<file path="src/rtl/exc_entry_pkg.sv">
package exc_entry_pkg;
  localparam int unsigned CAUSE_W = 4;

  typedef enum logic [CAUSE_W-1:0] {
    C_RESET = 4'd0, C_MCHK = 4'd1, C_IPI = 4'd2, C_CLK = 4'd3, C_DEV = 4'd4,
    C_MMF = 4'd5, C_UNAL = 4'd6, C_OPC = 4'd7, C_ARITH = 4'd8, C_FEN = 4'd9,
    C_CALL = 4'd10
  } cause_e;

  typedef enum logic [1:0] {ST_IDLE, ST_SWAP, ST_FIN} state_e;

  localparam int unsigned BANK_LO  = 8;   // first architectural register exchanged
  localparam int unsigned BANK_TOP = 25;  // last bank entry maps here
endpackage

</file>
<file path="src/rtl/exc_entry_offset.sv">
module exc_entry_offset #(
  parameter int unsigned FUNC_W = 8,
  parameter int unsigned OFS_W  = 14
) (
  input  logic [exc_entry_pkg::CAUSE_W-1:0] cause_i,
  input  logic [FUNC_W-1:0]                 func_i,
  output logic [OFS_W-1:0]                  offset_o,
  output logic                              valid_o
);
  import exc_entry_pkg::*;

  localparam int unsigned FIXED_SH = 7;
  localparam int unsigned SLOT_SH  = 6;
  localparam logic [OFS_W-1:0] PRIV_BASE = OFS_W'(14'h1000);
  localparam logic [OFS_W-1:0] USER_BASE = OFS_W'(14'h2000);

  logic [OFS_W-1:0] slot;
  assign slot = OFS_W'(func_i[FUNC_W-2:0]) << SLOT_SH;

  always_comb begin
    valid_o  = 1'b1;
    offset_o = '0;
    if (cause_i <= C_FEN)        offset_o = OFS_W'(cause_i) << FIXED_SH;
    else if (cause_i == C_CALL)  offset_o = (func_i[FUNC_W-1] ? USER_BASE : PRIV_BASE) + slot;
    else                         valid_o  = 1'b0;
  end
endmodule

</file>
<file path="src/rtl/exc_shadow_swap.sv">
module exc_shadow_swap #(
  parameter int unsigned XLEN = 64,
  parameter int unsigned NREG = 8,
  parameter int unsigned AW   = 5
) (
  input  logic            clk_i,
  input  logic            rst_ni,
  input  logic            start_i,
  input  logic [XLEN-1:0] rf_rdata_i,
  output logic [AW-1:0]   rf_addr_o,
  output logic            rf_we_o,
  output logic [XLEN-1:0] rf_wdata_o,
  output logic            last_o
);
  import exc_entry_pkg::*;

  localparam int unsigned CW = (NREG > 1) ? $clog2(NREG) : 1;

  logic            active_q;
  logic [CW-1:0]   cnt_q;
  logic [XLEN-1:0] shadow_q [NREG];

  assign last_o     = active_q && (cnt_q == CW'(NREG - 1));
  assign rf_we_o    = active_q;
  assign rf_wdata_o = shadow_q[cnt_q];
  assign rf_addr_o  = (cnt_q == CW'(NREG - 1)) ? AW'(BANK_TOP) : AW'(BANK_LO) + AW'(cnt_q);

  always_ff @(posedge clk_i or negedge rst_ni) begin
    if (!rst_ni) begin
      active_q <= 1'b0;
      cnt_q    <= '0;
    end else if (start_i) begin
      active_q <= 1'b1;
      cnt_q    <= '0;
    end else if (active_q) begin
      active_q <= !last_o;
      cnt_q    <= last_o ? '0 : cnt_q + 1'b1;
    end
  end

  for (genvar i = 0; i < NREG; i++) begin : g_bank
    always_ff @(posedge clk_i or negedge rst_ni) begin
      if (!rst_ni)                                shadow_q[i] <= '0;
      else if (active_q && cnt_q == CW'(i))       shadow_q[i] <= rf_rdata_i;
    end
  end
endmodule

</file>
<file path="src/rtl/exc_entry_seq.sv">
module exc_entry_seq #(
  parameter int unsigned XLEN   = 64,
  parameter int unsigned AW     = 5,
  parameter int unsigned FUNC_W = 8,
  parameter int unsigned OFS_W  = 14,
  parameter int unsigned NREG   = 8
) (
  input  logic                               clk_i,
  input  logic                               rst_ni,
  input  logic                               req_i,
  input  logic [exc_entry_pkg::CAUSE_W-1:0]  cause_i,
  input  logic [FUNC_W-1:0]                  func_i,
  input  logic [XLEN-1:0]                    pc_i,
  input  logic                               priv_i,
  input  logic [XLEN-1:0]                    base_i,
  output logic                               busy_o,
  output logic                               done_o,
  output logic                               err_o,
  output logic [XLEN-1:0]                    new_pc_o,
  output logic [XLEN-1:0]                    exc_addr_o,
  output logic                               enter_priv_o,
  output logic [AW-1:0]                      rf_addr_o,
  output logic                               rf_we_o,
  output logic [XLEN-1:0]                    rf_wdata_o,
  input  logic [XLEN-1:0]                    rf_rdata_i
);
  import exc_entry_pkg::*;

  state_e           state_q;
  logic [OFS_W-1:0] offset;
  logic             ofs_valid, accept, swap_start, swap_last;
  logic             err_q, enter_q;
  logic [XLEN-1:0]  new_pc_q, exc_addr_q;

  exc_entry_offset #(.FUNC_W(FUNC_W), .OFS_W(OFS_W)) u_ofs (
    .cause_i(cause_i), .func_i(func_i), .offset_o(offset), .valid_o(ofs_valid)
  );

  exc_shadow_swap #(.XLEN(XLEN), .NREG(NREG), .AW(AW)) u_swap (
    .clk_i(clk_i), .rst_ni(rst_ni), .start_i(swap_start), .rf_rdata_i(rf_rdata_i),
    .rf_addr_o(rf_addr_o), .rf_we_o(rf_we_o), .rf_wdata_o(rf_wdata_o), .last_o(swap_last)
  );

  assign accept     = (state_q == ST_IDLE) && req_i;
  assign swap_start = accept && ofs_valid && !priv_i;

  always_ff @(posedge clk_i or negedge rst_ni) begin
    if (!rst_ni) begin
      state_q    <= ST_IDLE;
      err_q      <= 1'b0;
      enter_q    <= 1'b0;
      new_pc_q   <= '0;
      exc_addr_q <= '0;
    end else begin
      err_q <= 1'b0;
      unique case (state_q)
        ST_IDLE: if (accept) begin
          if (ofs_valid) begin
            new_pc_q   <= base_i + XLEN'(offset);
            exc_addr_q <= pc_i | XLEN'(priv_i);
            enter_q    <= !priv_i;
            state_q    <= priv_i ? ST_FIN : ST_SWAP;
          end else begin
            err_q <= 1'b1;
          end
        end
        ST_SWAP: if (swap_last) state_q <= ST_FIN;
        ST_FIN:  state_q <= ST_IDLE;
        default: state_q <= ST_IDLE;
      endcase
    end
  end

  assign busy_o       = (state_q != ST_IDLE);
  assign done_o       = (state_q == ST_FIN);
  assign err_o        = err_q;
  assign new_pc_o     = new_pc_q;
  assign exc_addr_o   = exc_addr_q;
  assign enter_priv_o = enter_q;
endmodule

</file>
<file path="config.mk">
export PLATFORM = sky130hd
export DESIGN_NAME = exc_entry_seq
export DESIGN_NICKNAME = d
export VERILOG_FILES = /design/src/rtl/exc_entry_pkg.sv /design/src/rtl/exc_entry_offset.sv /design/src/rtl/exc_shadow_swap.sv /design/src/rtl/exc_entry_seq.sv
export SDC_FILE = /design/constraint.sdc
export NUM_CORES = 1
export LEC_CHECK = 0
export BUFFER_PORTS_ARGS = -buffer_cell sky130_fd_sc_hd__buf_2
export CELL_PAD_IN_SITES_DETAIL_PLACEMENT = 1
export CELL_PAD_IN_SITES_GLOBAL_PLACEMENT = 1
export CORE_MARGIN = 10
export CORE_UTILIZATION = 43
export DETAILED_ROUTE_END_ITERATION = 6
export GPL_TIMING_DRIVEN = 1
export MAX_ROUTING_LAYER = met4
export PLACE_DENSITY_LB_ADDON = 0.2
export SYNTH_ARGS = -nofsm -noshare
export SYNTH_HDL_FRONTEND = slang
export SYNTH_HIERARCHICAL = 1
export SYNTH_SLANG_ARGS = --single-unit
</file>
<file path="constraint.sdc">
create_clock -name clk_i -period 2 [get_ports clk_i]
set_input_delay 0.1 -clock clk_i [delete_from_list [all_inputs] [get_ports clk_i]]
set_output_delay 0.1 -clock clk_i [all_outputs]
set_load 0.05 [all_outputs]
</file>
# [Yosys cells after proc, flatten, opt, wreduce, memory -nomap -nowiden]
# Index checks and enable logic that the tools add are counted.
# W data, S select, Z words.
[word_totals] out_inout_bits=202 word_cells=77 input_bits=208 ff_bits=648
[classes] add_sub_neg=4 n_eq_ne=13 magnitude_cmp=2 bitwise=2 muxes=22 reduce_logical=19
[op_table] cell="$bmux W64 S3" count=1
[op_table] cell="$mux W64" count=2
[op_table] cell="$add A64 B14 Y64" count=1
[op_table] cell="$or A64 B1 Y64" count=1
[op_table] cell="$mux W14" count=3
[op_table] cell="$add A14 B13 Y14" count=1
[op_table] cell="$eq A3 B3 Y1 const B" count=4
[op_table] cell="$logic_and A1 B1 Y1" count=11
[op_table] cell="$mux W3" count=3
[op_table] cell="$mux W2" count=4
[op_table] cell="$mux W1" count=7
[op_table] cell="$eq A3 B2 Y1 const B" count=2
[op_table] cell="$reduce_and A3 Y1" count=2
[op_table] cell="$add A4 B3 Y5 const A" count=1
[op_table] cell="$mux W5" count=1
[op_table] cell="$eq A4 B4 Y1 const B" count=1
[op_table] cell="$ge A4 B4 Y1 const B" count=1
[op_table] cell="$le A4 B4 Y1 const B" count=1
[op_table] cell="$ne A2 B2 Y1 const B" count=2
[op_table] cell="$not A3 Y4" count=1
[op_table] cell="$pmux W2 S2" count=1
[op_table] cell="$reduce_bool A2 Y1" count=2
[op_table] cell="$add A3 B1 Y3 const B" count=1
[op_table] cell="$eq A3 B1 Y1 const B" count=1
[op_table] cell="6 further kinds" count=7

# [Longest topological paths before layout]
# Gate-level depths: netlist (run 1).
[logic_depth] ltp_word=6 depth_mapped=13 depth_no_buf=11

# [Hierarchy]
# Netlist (run 1), hierarchy kept.
[modules_own_cells] mod="exc_shadow_swap" cells_each=1342 seq_area_each_um2=12912.4 area_per_inst_um2=22987.0 n_inst=1
[modules_own_cells] mod="exc_entry_seq" cells_each=782 seq_area_each_um2=3303.2 area_per_inst_um2=6745.2 n_inst=1
[modules_own_cells] mod="exc_entry_offset" cells_each=25 seq_area_each_um2=0.0 area_per_inst_um2=188.9 n_inst=1

# [Worst setup path after synthesis (run 1)]
# OpenSTA, ideal clock, no wires.
[synth_path] path_type="input to register" from="input cause_i[0] (netlist bit)" to="register new_pc_q[39], in the netlist new_pc_o[39]" setup_ps=135 cell_stages=12 path_slack_ps=-285 n_path_buf=2 t_arrival_ps=2151 cell_sequence="nor4bb_4 a22o_1 ha_1 clkbuf_1 nand2_1 o21ai_0 a22o_1 a21oi_1 clkbuf_1 nor4_1 xnor2_1 o21ai_0"
[synth_between] elab_chain_len=4 elab_cells_between_ends=8
[synth_lines] item="start, declared" line="exc_entry_seq.sv:11" text="input logic [exc_entry_pkg::CAUSE_W-1:0] cause_i,"
[synth_lines] item="branches (longest 2 deep; another with $le A4 B4 Y1)"
[synth_lines] item="$mux W14 (*)" line="exc_entry_offset.sv:23" text="if (cause_i <= C_FEN) offset_o = OFS_W'(cause_i) << FIXED_SH;"
[synth_lines] item="named net offset[9]" line="exc_entry_seq.sv:30" text="logic [OFS_W-1:0] offset;"
[synth_lines] item="$add A64 B14 Y64 (*)" line="exc_entry_seq.sv:59" text="new_pc_q <= base_i + XLEN'(offset);"
[synth_lines] item="end signal, assigned" line="exc_entry_seq.sv:59"
[synth_lines] item="end, declared" line="exc_entry_seq.sv:33" text="logic [XLEN-1:0] new_pc_q, exc_addr_q;"
# Mark *: on every way through the listed nets, which the timed path passes.
# A chain may end at the register's enable or synchronous reset.

# [Worst setup path after layout (run 1)]
[layout_path] from="register u_swap.cnt_q[0]" to="output rf_wdata_o[18]"
[layout_between] elab_chain_len=4
[layout_lines] item="start, declared" line="exc_shadow_swap.sv:20" text="logic [CW-1:0] cnt_q;"
[layout_lines] item="start signal, assigned" line="exc_shadow_swap.sv:37" text="cnt_q <= last_o ? '0 : cnt_q + 1'b1;"
[layout_lines] item="$not A3 Y4 (implied by the code)" line="exc_shadow_swap.sv:25" text="assign rf_wdata_o = shadow_q[cnt_q];"
[layout_lines] item="$bmux W64 S3" line="exc_shadow_swap.sv:25"
[layout_lines] item="$mux W64 (implied by the code) (2 in series)" line="exc_shadow_swap.sv:25"
[layout_lines] item="end, declared" line="exc_entry_seq.sv:24" text="output logic [XLEN-1:0] rf_wdata_o,"
# Every way passes these cells. The select of a mux whose other input is x is not followed.

==> results of run 1 <==
## layer usage
| layer | vias to the layer above | part of all wire |
|---|---|---|
| li1 | 9234 | - |
| met1 | 11400 | 0.41 |
| met2 | 587 | 0.51 |
| met3 | 160 | 0.048 |
| met4 | 0 | 0.026 |
| met5 | - | 0 |
## worst paths after layout
check	start	end	slack (ns)
hold reg to reg	new_pc_o[55]	new_pc_o[55]	0.47
max in group asynchronous	rst_ni	u_swap/shadow_q[270]	1.21
setup reg to reg	u_swap/cnt_q[0]	u_swap/shadow_q[55]	-0.20
min in group asynchronous	rst_ni	u_swap/shadow_q[421]	0.14
setup / recovery	u_swap/cnt_q[0]	rf_wdata_o[18]	-0.57
hold / removal	base_i[4]	new_pc_o[4]	0.04
## power by group through the flow
stage | Combinational, mW | Sequential [mW] | Clock, mW
final | 41.6 | 23.8 | 13.3
after global placement | 34.1 | 22.9 | 0
after detailed placement | 34.8 | 23.5 | 0
after floorplan | 20.9 | 26.6 | 0
after global routing | 43.7 | 24.4 | 14.3
after CTS | 40.0 | 23.4 | 13.6
## timing repair
| item | 4_1_cts | 5_1_grt |
|---|---|---|
| pin swaps | 5 | 36 |
| hold buffers | 182 | 0 |
| gates cloned | 7 | 19 |
| resized for setup | 298 | 124 |
| setup buffers | 16 | 22 |
| endpoints found under the setup margin | 116 | 468 |
| hold endpoints to repair | 941 | 0 |
## flip-flops by register name, summed over array words and instances (netlist names)
register and cells:
u_swap/cnt_q 3, state_q 2, u_swap/shadow_q 512, u_swap/rf_we_o 1, err_o 1, enter_priv_o 1, new_pc_o 64, exc_addr_o 64
## cell usage after synthesis, types with 6 or more instances
cell type,n
a21o_1,10
a21oi_1,21
and3_1,13
buf_2,65
buf_4,8
buf_6,11
clkbuf_1,51
dfrtp_1,648
ha_1,21
inv_1,10
mux2_1,512
mux2_2,64
mux4_2,128
nand2_1,292
nand3_1,22
nand4_1,19
nor2_1,24
nor3_1,15
nor4_1,11
o2111ai_1,6
o21a_1,6
o21ai_0,56
o21ai_1,11
xnor2_1,40
xor2_1,21
## kinds of logic after synthesis
kind of cell	Yosys count
fa+ha+maj	22
compound gates	126
xor+xnor	61
other cells	2
simple gates	434
mux	706
flops	648
buf+inv	150
## critical path: cells and delay by family, from the launching register on
family / cells / cell delay (ns)
buf+inv: 3 / 0.54
mux: 2 / 0.82
flops: 1 / 0.49
## area by class of cell
cell class	instances	area share
Antenna cell	8	0.000485
Clock buffer	106	0.0509
Clock inverter	24	0.00618
Inverter	13	0.00130
Multi-Input combinational cell	1357	0.342
Sequential cell	648	0.393
Tap cell	931	0.0282
Timing Repair Buffer	804	0.178
## metrics by stage
stage	cell area [um2]	setup TNS (ns)	hold slack, ns	instances
2_1_floorplan	30200	-3.60	-0.196	2154
3_3_place_gp	34600	-23.43	-0.00318	3509
3_5_place_dp	34600	-29.36	0.00203	3509
4_1_cts	40200	-52.64	0.00517	3844
5_1_grt	41300	-81.31	0.0186	3891
6_report	41300	-52.83	0.0368	3891
==> results.py, run 1 <==
metrics = {
    "run_status": {
        "status": "finished with violations",
        "failed_checks": "setup timing",
    },
    "pwr": {
        "p_comb_frac": 0.529,
        "irDropWorstVdd_mv": 1.46,
        "clkPwrFrac": 0.169,
        "p_int_mw": 46.1,
        "p_switching_mw": 32.6,
        "power_leakage_nw": 18.7,
        "finalPower_mw": 78.7,
        "power.density_nw_per_um2": 1910,
        "seq_power_share": 0.302,
        "swShare": 0.414,
    },
    "timing": {
        "setup_ws_ns": -0.567,
        "finalCritPeriodShare": 1.28,
        "fmax_mhz": 390,
        "tightestPinTransition_ns": 0.664,
        "setup_violations": 394,
        "rsz0062_at_grt": "yes",
        "hold_violations": 0,
        "fin_crit_ns": 2.57,
        "fin_worst_skew_ns": 0.0215,
        "drv_slew": 0,
        "maxSlewHeadroom": 0.556,
    },
    "global_route": {
        "grt_pass1_wl_um": 153000,
        "grt_most_used_layer": "met2",
        "track_usage": 0.249,
        "gr-usage-met1": 0.295,
        "use_met2": 0.428,
        "grt_max_degree": 65,
        "antenna_found_initial": 8,
        "grt_remaining_overflow": 0,
        "grt_pass1_vias": 24800,
        "gr-usage-met3": 0.0474,
    },
    "layout": {
        "layout.cells.most_common": "dfrtp_1",
        "drive_above_1_share": 0.379,
        "multi_input_area_um2": 14100,
        "final_nets": 3127,
        "n_fill_cell": 6547,
        "syn_to_final_growth_pct": 38.0,
        "post-route-util": 0.600,
        "layout_common_cells": "dfrtp_1, mux2_1, buf_2, nand2_1, dlygate4sd3_1",
        "regArea_um2": 16200,
    },
    "critical_path": {
        "reg2reg_depth": 8,
        "worstPathRequired_ns": 1.90,
        "endpoint_kind": "output port",
        "slowest_stage": "mux4_2",
        "start_kind": "register",
        "cp.arrival_ns": 2.47,
        "path_class": "reg2out",
        "path_max_fanout": 9,
        "max_stage_delay_ns": 0.52,
        "crit_chain": "buf_12 -> clkbuf_16 -> mux4_2 -> mux2_4 -> buf_8",
    },
    "floorplanning": {
        "initial_core_util": 0.435,
        "dieArea_um2": 80500,
        "boundaryPins": 410,
        "rows": 96,
        "core_area_um2": 68800,
        "die_h_um": 284,
        "die_w_um": 284,
    },
    "logic_synthesis": {
        "synthMuxAreaShare": 0.314,
        "synth_area_leaders": "dfrtp_1, mux2_1, mux4_2, nand2_1, mux2_2",
        "ys_seq_elements": 648,
        "synthFlopType": "dfrtp_1",
        "synth_area_um2": 29900,
        "synth-simple-area-share": 0.0662,
        "synthAdderAreaFrac": 0.00945,
        "synth.largest_area_cell": "dfrtp_1",
        "yosys_warnings": 6,
        "postSynthCellCount": 2149,
        "async_flop_share": 1.00,
        "ys_types": 58,
        "synth_top_area_share": 0.542,
        "synth-compound-area-share": 0.0253,
        "yosysSeqAreaShare": 0.542,
        "syn_avg_cell_area_um2": 13.9,
        "synth_xor_area_frac": 0.0179,
        "synth_top_family_by_area": "multiplexers",
        "synth_edf_count": 0,
    },
    "detailed_routing": {
        "vias": 21400,
        "drtIter0Drc": 1086,
        "drt-wirelength-per-cell_um": 26.4,
        "drt-vias-per-instance": 5.50,
        "wirelength_um": 103000,
        "drt_pass1_iterations": 5,
        "drc": 0,
        "drt.antenna.violating_nets": 0,
    },
    "cts": {
        "clk_latency_ns": 0.62,
        "cts_sinks": 648,
        "clk_path_buf_depth": 3,
        "root_buffer": "clkbuf_16",
        "cts_tree": "done",
        "ctsHtreeMaxLevel": 3,
        "cts_buffers": 73,
        "clk_pin_slew_ns": 0.06,
    },
    "placement": {
        "dpl.hpwl_um": 61600,
        "io_buffers": 408,
        "place_worst_setup_slack_ns": -0.680,
        "routabilityCongestion": 0.874,
    },
    "min_path": {
        "hold_class": "in2reg",
        "whs_path_depth": 4,
    },
    "run": {
        "maxCapViolCount": 0,
    },
}
No activity file was read; power rests on OpenSTA's default activity.
==> inputs of run 2 (changes only) <==
SYNTH_HIERARCHICAL = default   (was 1)
==> run 2 against run 1 <==
Compared with the run above: the run still ends with setup timing left; largest cell class unchanged; worst setup slack better by 0.043 ns; clock power up 5%; sequential power about the same; first-iteration DRC count down 6.6%; synthesized cell count down 3.9%; clock-buffer cell count down 3; via count down 3.7%.
==> results.py, run 2 <==
metrics = {
    "run_status": {
        "status": "finished with violations",
        "failed_checks": "setup timing",
    },
    "logic_synthesis": {
        "yosysMostFrequentCell": "dfrtp_1",
        "yosys_warnings": 0,
        "synth_area_um2": 29300,
        "synthFlopType": "dfrtp_1",
        "ys_top_cells_by_count": "dfrtp_1, mux2_2, nand2_1",
        "synth.largest_area_cell": "dfrtp_1",
        "ys_types": 48,
        "synth_area_leaders": "dfrtp_1, mux2_2, mux4_2, nand2_1, xnor2_1",
        "ys_seq_elements": 648,
        "synth_nets": 2290,
        "syn_avg_cell_area_um2": 14.2,
        "synth_top_area_share": 0.553,
        "async_flop_share": 1.00,
        "yosysSeqAreaShare": 0.553,
        "postSynthCellCount": 2065,
        "synth_edf_count": 0,
    },
    "cts": {
        "clk_path_buf_depth": 3,
        "clk_pin_slew_ns": 0.06,
        "ctsHtreeMaxLevel": 3,
        "cts_sinks": 648,
        "cts_tree": "done",
        "clk_latency_ns": 0.62,
        "cts_buffers": 74,
        "root_buffer": "clkbuf_16",
    },
    "layout": {
        "regArea_um2": 16200,
        "final_nets": 3023,
        "multi_input_area_um2": 13400,
        "layout_common_cells": "dfrtp_1, mux2_2, buf_2, dlygate4sd3_1, nand2_1",
        "post-route-util": 0.600,
        "largest_reg_flops": 512,
        "syn_to_final_growth_pct": 37.9,
        "regMostFlops": "u_swap.shadow_q",
        "drive_above_1_share": 0.562,
        "layout.cells.most_common": "dfrtp_1",
        "n_fill_cell": 6325,
    },
    "placement": {
        "routabilityCongestion": 0.840,
        "dpl.hpwl_um": 58300,
        "io_buffers": 408,
    },
    "critical_path": {
        "timing.critical_path.mode_cell": "buf_12",
        "path_depth": 7,
        "cp.arrival_ns": 2.42,
        "critPathTopFamily": "buffers and inverters",
        "path_class": "reg2out",
        "max_stage_delay_ns": 0.52,
        "crit_chain": "buf_12 -> buf_16 -> buf_12 -> mux4_2 -> nand2_1 -> nand2_2 -> buf_6",
        "start_kind": "register",
        "worstPathRequired_ns": 1.90,
        "endpoint_kind": "output port",
        "reg2reg_depth": 8,
        "slowest_stage": "mux4_2",
        "path_max_fanout": 10,
        "cp.buffers_inverters": 4,
    },
    "floorplanning": {
        "die_w_um": 281,
        "die_h_um": 281,
        "core_area_um2": 67400,
        "initial_core_util": 0.435,
        "rows": 95,
        "dieArea_um2": 79000,
        "boundaryPins": 410,
    },
    "detailed_routing": {
        "drt.antenna.violating_nets": 0,
        "drtIter0Drc": 1014,
        "drt-wirelength-per-cell_um": 26.0,
        "drc": 0,
        "wirelength_um": 97100,
        "drt-vias-per-instance": 5.52,
        "drt_pass1_iterations": 5,
        "vias": 20600,
    },
    "timing": {
        "fin_crit_ns": 2.52,
        "tightestPinTransition_ns": 0.639,
        "tns_ns": -43.09,
        "fin_worst_skew_ns": 0.0313,
        "hold_violations": 0,
        "rsz0062_at_grt": "yes",
        "setup_violations": 313,
        "fmax_mhz": 396,
        "maxSlewHeadroom": 0.574,
        "finalCritPeriodShare": 1.26,
        "drv_slew": 0,
        "setup_ws_ns": -0.524,
    },
    "min_path": {
        "whs_path_depth": 4,
        "hold_class": "in2reg",
    },
    "global_route": {
        "grt_max_degree": 113,
        "grt_remaining_overflow": 0,
        "grt_pass1_vias": 23800,
        "grt_pass1_wl_um": 144000,
        "track_usage": 0.243,
        "antenna_found_initial": 10,
    },
    "pwr": {
        "power.density_nw_per_um2": 1980,
        "power_leakage_nw": 17.7,
        "irDropWorstVdd_mv": 1.31,
    },
    "run": {
        "maxCapViolCount": 0,
    },
}
[run 2: area by class of cell]
type | instances | share of cell area
well taps | 873 | 0.0270
repair buffers | 779 | 0.176
inverters | 20 | 0.00195
clock inverters | 26 | 0.00765
diodes | 10 | 0.000619
flip-flops and latches | 648 | 0.402
multi-input cells | 1275 | 0.332
clock buffers | 103 | 0.0535
[run 2: report_power, final]
group          internal (mW)  total (mW)  switching (mW)
Clock                   8.32        13.9            5.63
Combinational           18.9        42.3            23.4
Sequential              19.9        23.6            3.72
[run 2: repair_timing]
item,CTS,global route
gates resized for setup,167,149
pin swaps,15,18
hold endpoints to repair,1197,0
setup endpoints to repair,108,446
buffers inserted,14,14
gates cloned,6,16
hold buffers,190,0
[run 2: worst paths after layout]
kind	start	to	slack, ns
setup / recovery	u_swap.cnt_q[0]	rf_wdata_o[25]	-0.52
hold / removal	cause_i[3]	err_o	0.07
setup reg to reg	u_swap.cnt_q[0]	u_swap.shadow_q[118]	-0.16
hold reg to reg	new_pc_o[11]	new_pc_o[11]	0.48
max in group asynchronous	rst_ni	u_swap.shadow_q[293]	1.14
min in group asynchronous	rst_ni	u_swap.shadow_q[209]	0.21
[run 2: worst register-to-register path, cell delays in order, from the launching register on]
cell and delay, ns:
dfrtp_4 0.46, buf_6 0.19, buf_6 0.14, clkinvlp_4 0.13
ha_2 0.26, nand3_4 0.12, buf_4 0.14, buf_12 0.19
mux2_2 0.39
[run 2: cells by family (layout without fill, tap and decap cells)]
group                    after synthesis  count (layout)  synth area share
flip-flops                           648             648             0.553
adder cells (fa/ha/maj)               17              17           0.00751
buffers and inverters                143             928            0.0189
other                                  1              11          0.000128
AND/OR/NAND/NOR                      377             377            0.0564
multiplexers                         714             714             0.323
XOR/XNOR                              54              54            0.0161
AO/OA/AOI/OAI                        111             112            0.0243
[run 2: routing by layer]
layer / vias up / global-route usage / wire length, um
met2: 477 / 0.425 / 51500
met1: 11000 / 0.273 / 37900
li1: 8964 / - / -
met3: 185 / 0.0479 / 4470
met4: 0 / 0.0866 / 3170
met5: - / - / 0
[run 2: through the flow]
step / cells / total power [mW] / cell area, um2 / hold WS [ns] / worst slack, ns
finish: 3734 / 79.9 / 40400 / 0.0737 / -0.524
floorplan: 2065 / 48.8 / 29800 / -0.196 / -0.147
global placement: 3355 / 58.9 / 34200 / 0.0322 / -0.470
detailed placement: 3355 / 60.4 / 34200 / 0.0352 / -0.616
CTS: 3694 / 78.0 / 39400 / 0.0106 / -0.583
global route: 3734 / 83.6 / 40400 / 0.0634 / -0.588
==> inputs of run 3 (changes only) <==
==> constraint.sdc (replaced) <==
create_clock -name clk_i -period 2 [get_ports clk_i]
set_input_delay 0.5 -clock clk_i [delete_from_list [all_inputs] [get_ports clk_i]]
set_output_delay 0.5 -clock clk_i [all_outputs]
set_load 0.05 [all_outputs]
==> run 3 against run 2 <==
Compared with the run above: combinational power increased by 8.7%; first-iteration DRC count increased by 6.2%; wire length is 2.9% higher; global-route usage fell by 0.27 points; worst hold slack better by 0.045 ns; critical path type unchanged; largest power group unchanged; critical path depth is 1 lower; core utilization up 1.0 points; the flow still finishes with violations (setup timing).
==> results.py, run 3 (synthesis results as in run 2) <==
metrics = {
    "run_status": {
        "status": "finished with violations",
        "failed_checks": "setup timing",
    },
    "global_route": {
        "grt_pass1_wl_um": 141000,
        "grt_pass1_vias": 23200,
        "antenna_found_initial": 11,
        "grt_max_degree": 71,
        "track_usage": 0.240,
        "grt_remaining_overflow": 0,
    },
    "placement": {
        "dpl.hpwl_um": 61600,
        "io_buffers": 408,
        "place_worst_setup_slack_ns": -0.925,
        "routabilityCongestion": 0.870,
    },
    "floorplanning": {
        "die_w_um": 281,
        "core_area_um2": 67400,
        "boundaryPins": 410,
        "initial_core_util": 0.435,
        "die_h_um": 281,
        "dieArea_um2": 79000,
        "rows": 95,
    },
    "pwr": {
        "power.density_nw_per_um2": 2030,
        "power_leakage_nw": 18.3,
        "finalPower_mw": 83.6,
        "irDropWorstVdd_mv": 1.43,
    },
    "timing": {
        "hold_violations": 0,
        "fin_crit_ns": 2.85,
        "timing.hold.ws_ns": 0.119,
        "fmax_mhz": 350,
        "setup_ws_ns": -0.854,
        "drv_slew": 0,
        "rsz0062_at_grt": "yes",
        "fin_worst_skew_ns": 0.0306,
        "tightestPinTransition_ns": 0.607,
        "setup_violations": 565,
        "maxSlewHeadroom": 0.594,
        "finalCritPeriodShare": 1.43,
    },
    "cts": {
        "cts_tree": "done",
        "root_buffer": "clkbuf_16",
        "cts_sinks": 648,
        "cts_buffers": 73,
        "ctsHtreeMaxLevel": 3,
        "clk_pin_slew_ns": 0.06,
        "clk_path_buf_depth": 3,
        "clk_latency_ns": 0.62,
    },
    "layout": {
        "n_fill_cell": 6320,
        "layout.cells.most_common": "dfrtp_1",
        "largest_reg_flops": 512,
        "regMostFlops": "u_swap.shadow_q",
        "drive_above_1_share": 0.655,
        "final_nets": 2951,
        "layout_common_cells": "dfrtp_1, mux2_2, buf_2, buf_4, mux4_2",
        "syn_to_final_growth_pct": 40.3,
    },
    "detailed_routing": {
        "wirelength_um": 99900,
        "vias": 20400,
        "drc": 0,
        "drt-wirelength-per-cell_um": 27.3,
        "drt.antenna.violating_nets": 0,
        "drtIter0Drc": 1077,
        "drt_pass1_iterations": 5,
        "drt-vias-per-instance": 5.58,
    },
    "critical_path": {
        "r2r-end": "u_swap.shadow_q[260]",
        "slowest_stage": "dfrtp_4",
        "start_kind": "register",
        "reg2reg_slack_ns": -0.27,
        "worstPathRequired_ns": 1.50,
        "cp.buffers_inverters": 3,
        "endpoint_kind": "output port",
        "crit_chain": "buf_12 -> buf_16 -> mux4_2 -> nand2_2 -> nand2_4 -> buf_8",
        "reg2reg_from": "u_swap.cnt_q[0]",
        "max_stage_delay_ns": 0.52,
        "path_max_fanout": 8,
        "reg2reg_depth": 8,
        "critPathTopFamily": "flip-flops",
        "path_class": "reg2out",
        "cp.arrival_ns": 2.35,
    },
    "min_path": {
        "hold_class": "in2reg",
        "whs_path_depth": 2,
        "min_to": "exc_addr_o[4]",
        "worstHoldStart": "pc_i[4]",
    },
    "run": {
        "maxCapViolCount": 0,
    },
}
run 3: how the worst max path moves through the flow:
| stage | startpoint | to | cells past startpoint |
|---|---|---|---|
| finish | u_swap.cnt_q[0] | rf_wdata_o[43] | 6 |
| global route | u_swap.cnt_q[0] | rf_wdata_o[24] | 6 |
| CTS | u_swap.cnt_q[0] | rf_wdata_o[21] | 6 |
| detailed placement | cause_i[0] | new_pc_o[63] | 12 |
| global placement | cause_i[0] | new_pc_o[56] | 13 |
| floorplan | cause_i[0] | new_pc_o[56] | 11 |
run 3: layer usage:
layer,vias to the layer above,global-route usage,wire (um)
li1,8825,-,-
met1,10900,0.280,40200
met2,528,0.414,52200
met3,139,0.0479,5050
met4,0,0.0732,2500
met5,-,-,0
run 3: final cells by class:
cell class                      instances  area (um2)  share of cell area
Clock buffer                          106        2180              0.0531
Timing Repair Buffer                  707        6830               0.166
Inverter                               20        83.8             0.00204
Tap cell                              873        1090              0.0266
Multi-Input combinational cell       1276       14400               0.350
Antenna cell                           14        35.0            0.000852
Clock inverter                         21         254             0.00618
Sequential cell                       648       16200               0.395
run 3: timing repair:
action / in CTS / in global routing
pin swaps: 63 / 104
cloned: 11 / 28
hold endpoints to repair: 28 / 0
endpoints found under the setup margin: 452 / 483
setup buffers: 33 / 16
resized for setup: 218 / 231
hold buffers: 1 / 0
run 3: stage by stage:
stage / area (um2) / utilization / std cells / setup TNS [ns]
final: 41100 / 0.610 / 3665 / -118.64
after CTS: 39500 / 0.586 / 3614 / -88.32
after global routing: 41100 / 0.610 / 3660 / -146.58
after global placement: 35700 / 0.529 / 3443 / -72.78
after detailed placement: 35700 / 0.529 / 3443 / -82.86
after floorplan: 30700 / - / 2065 / -25.38
run 3: report_power, final:
group | leakage [nW] | internal, mW | switching, mW
logic | 9.52 | 21.0 | 25.0
registers | 7.60 | 19.9 | 3.86
clock network | 1.20 | 8.22 | 5.55
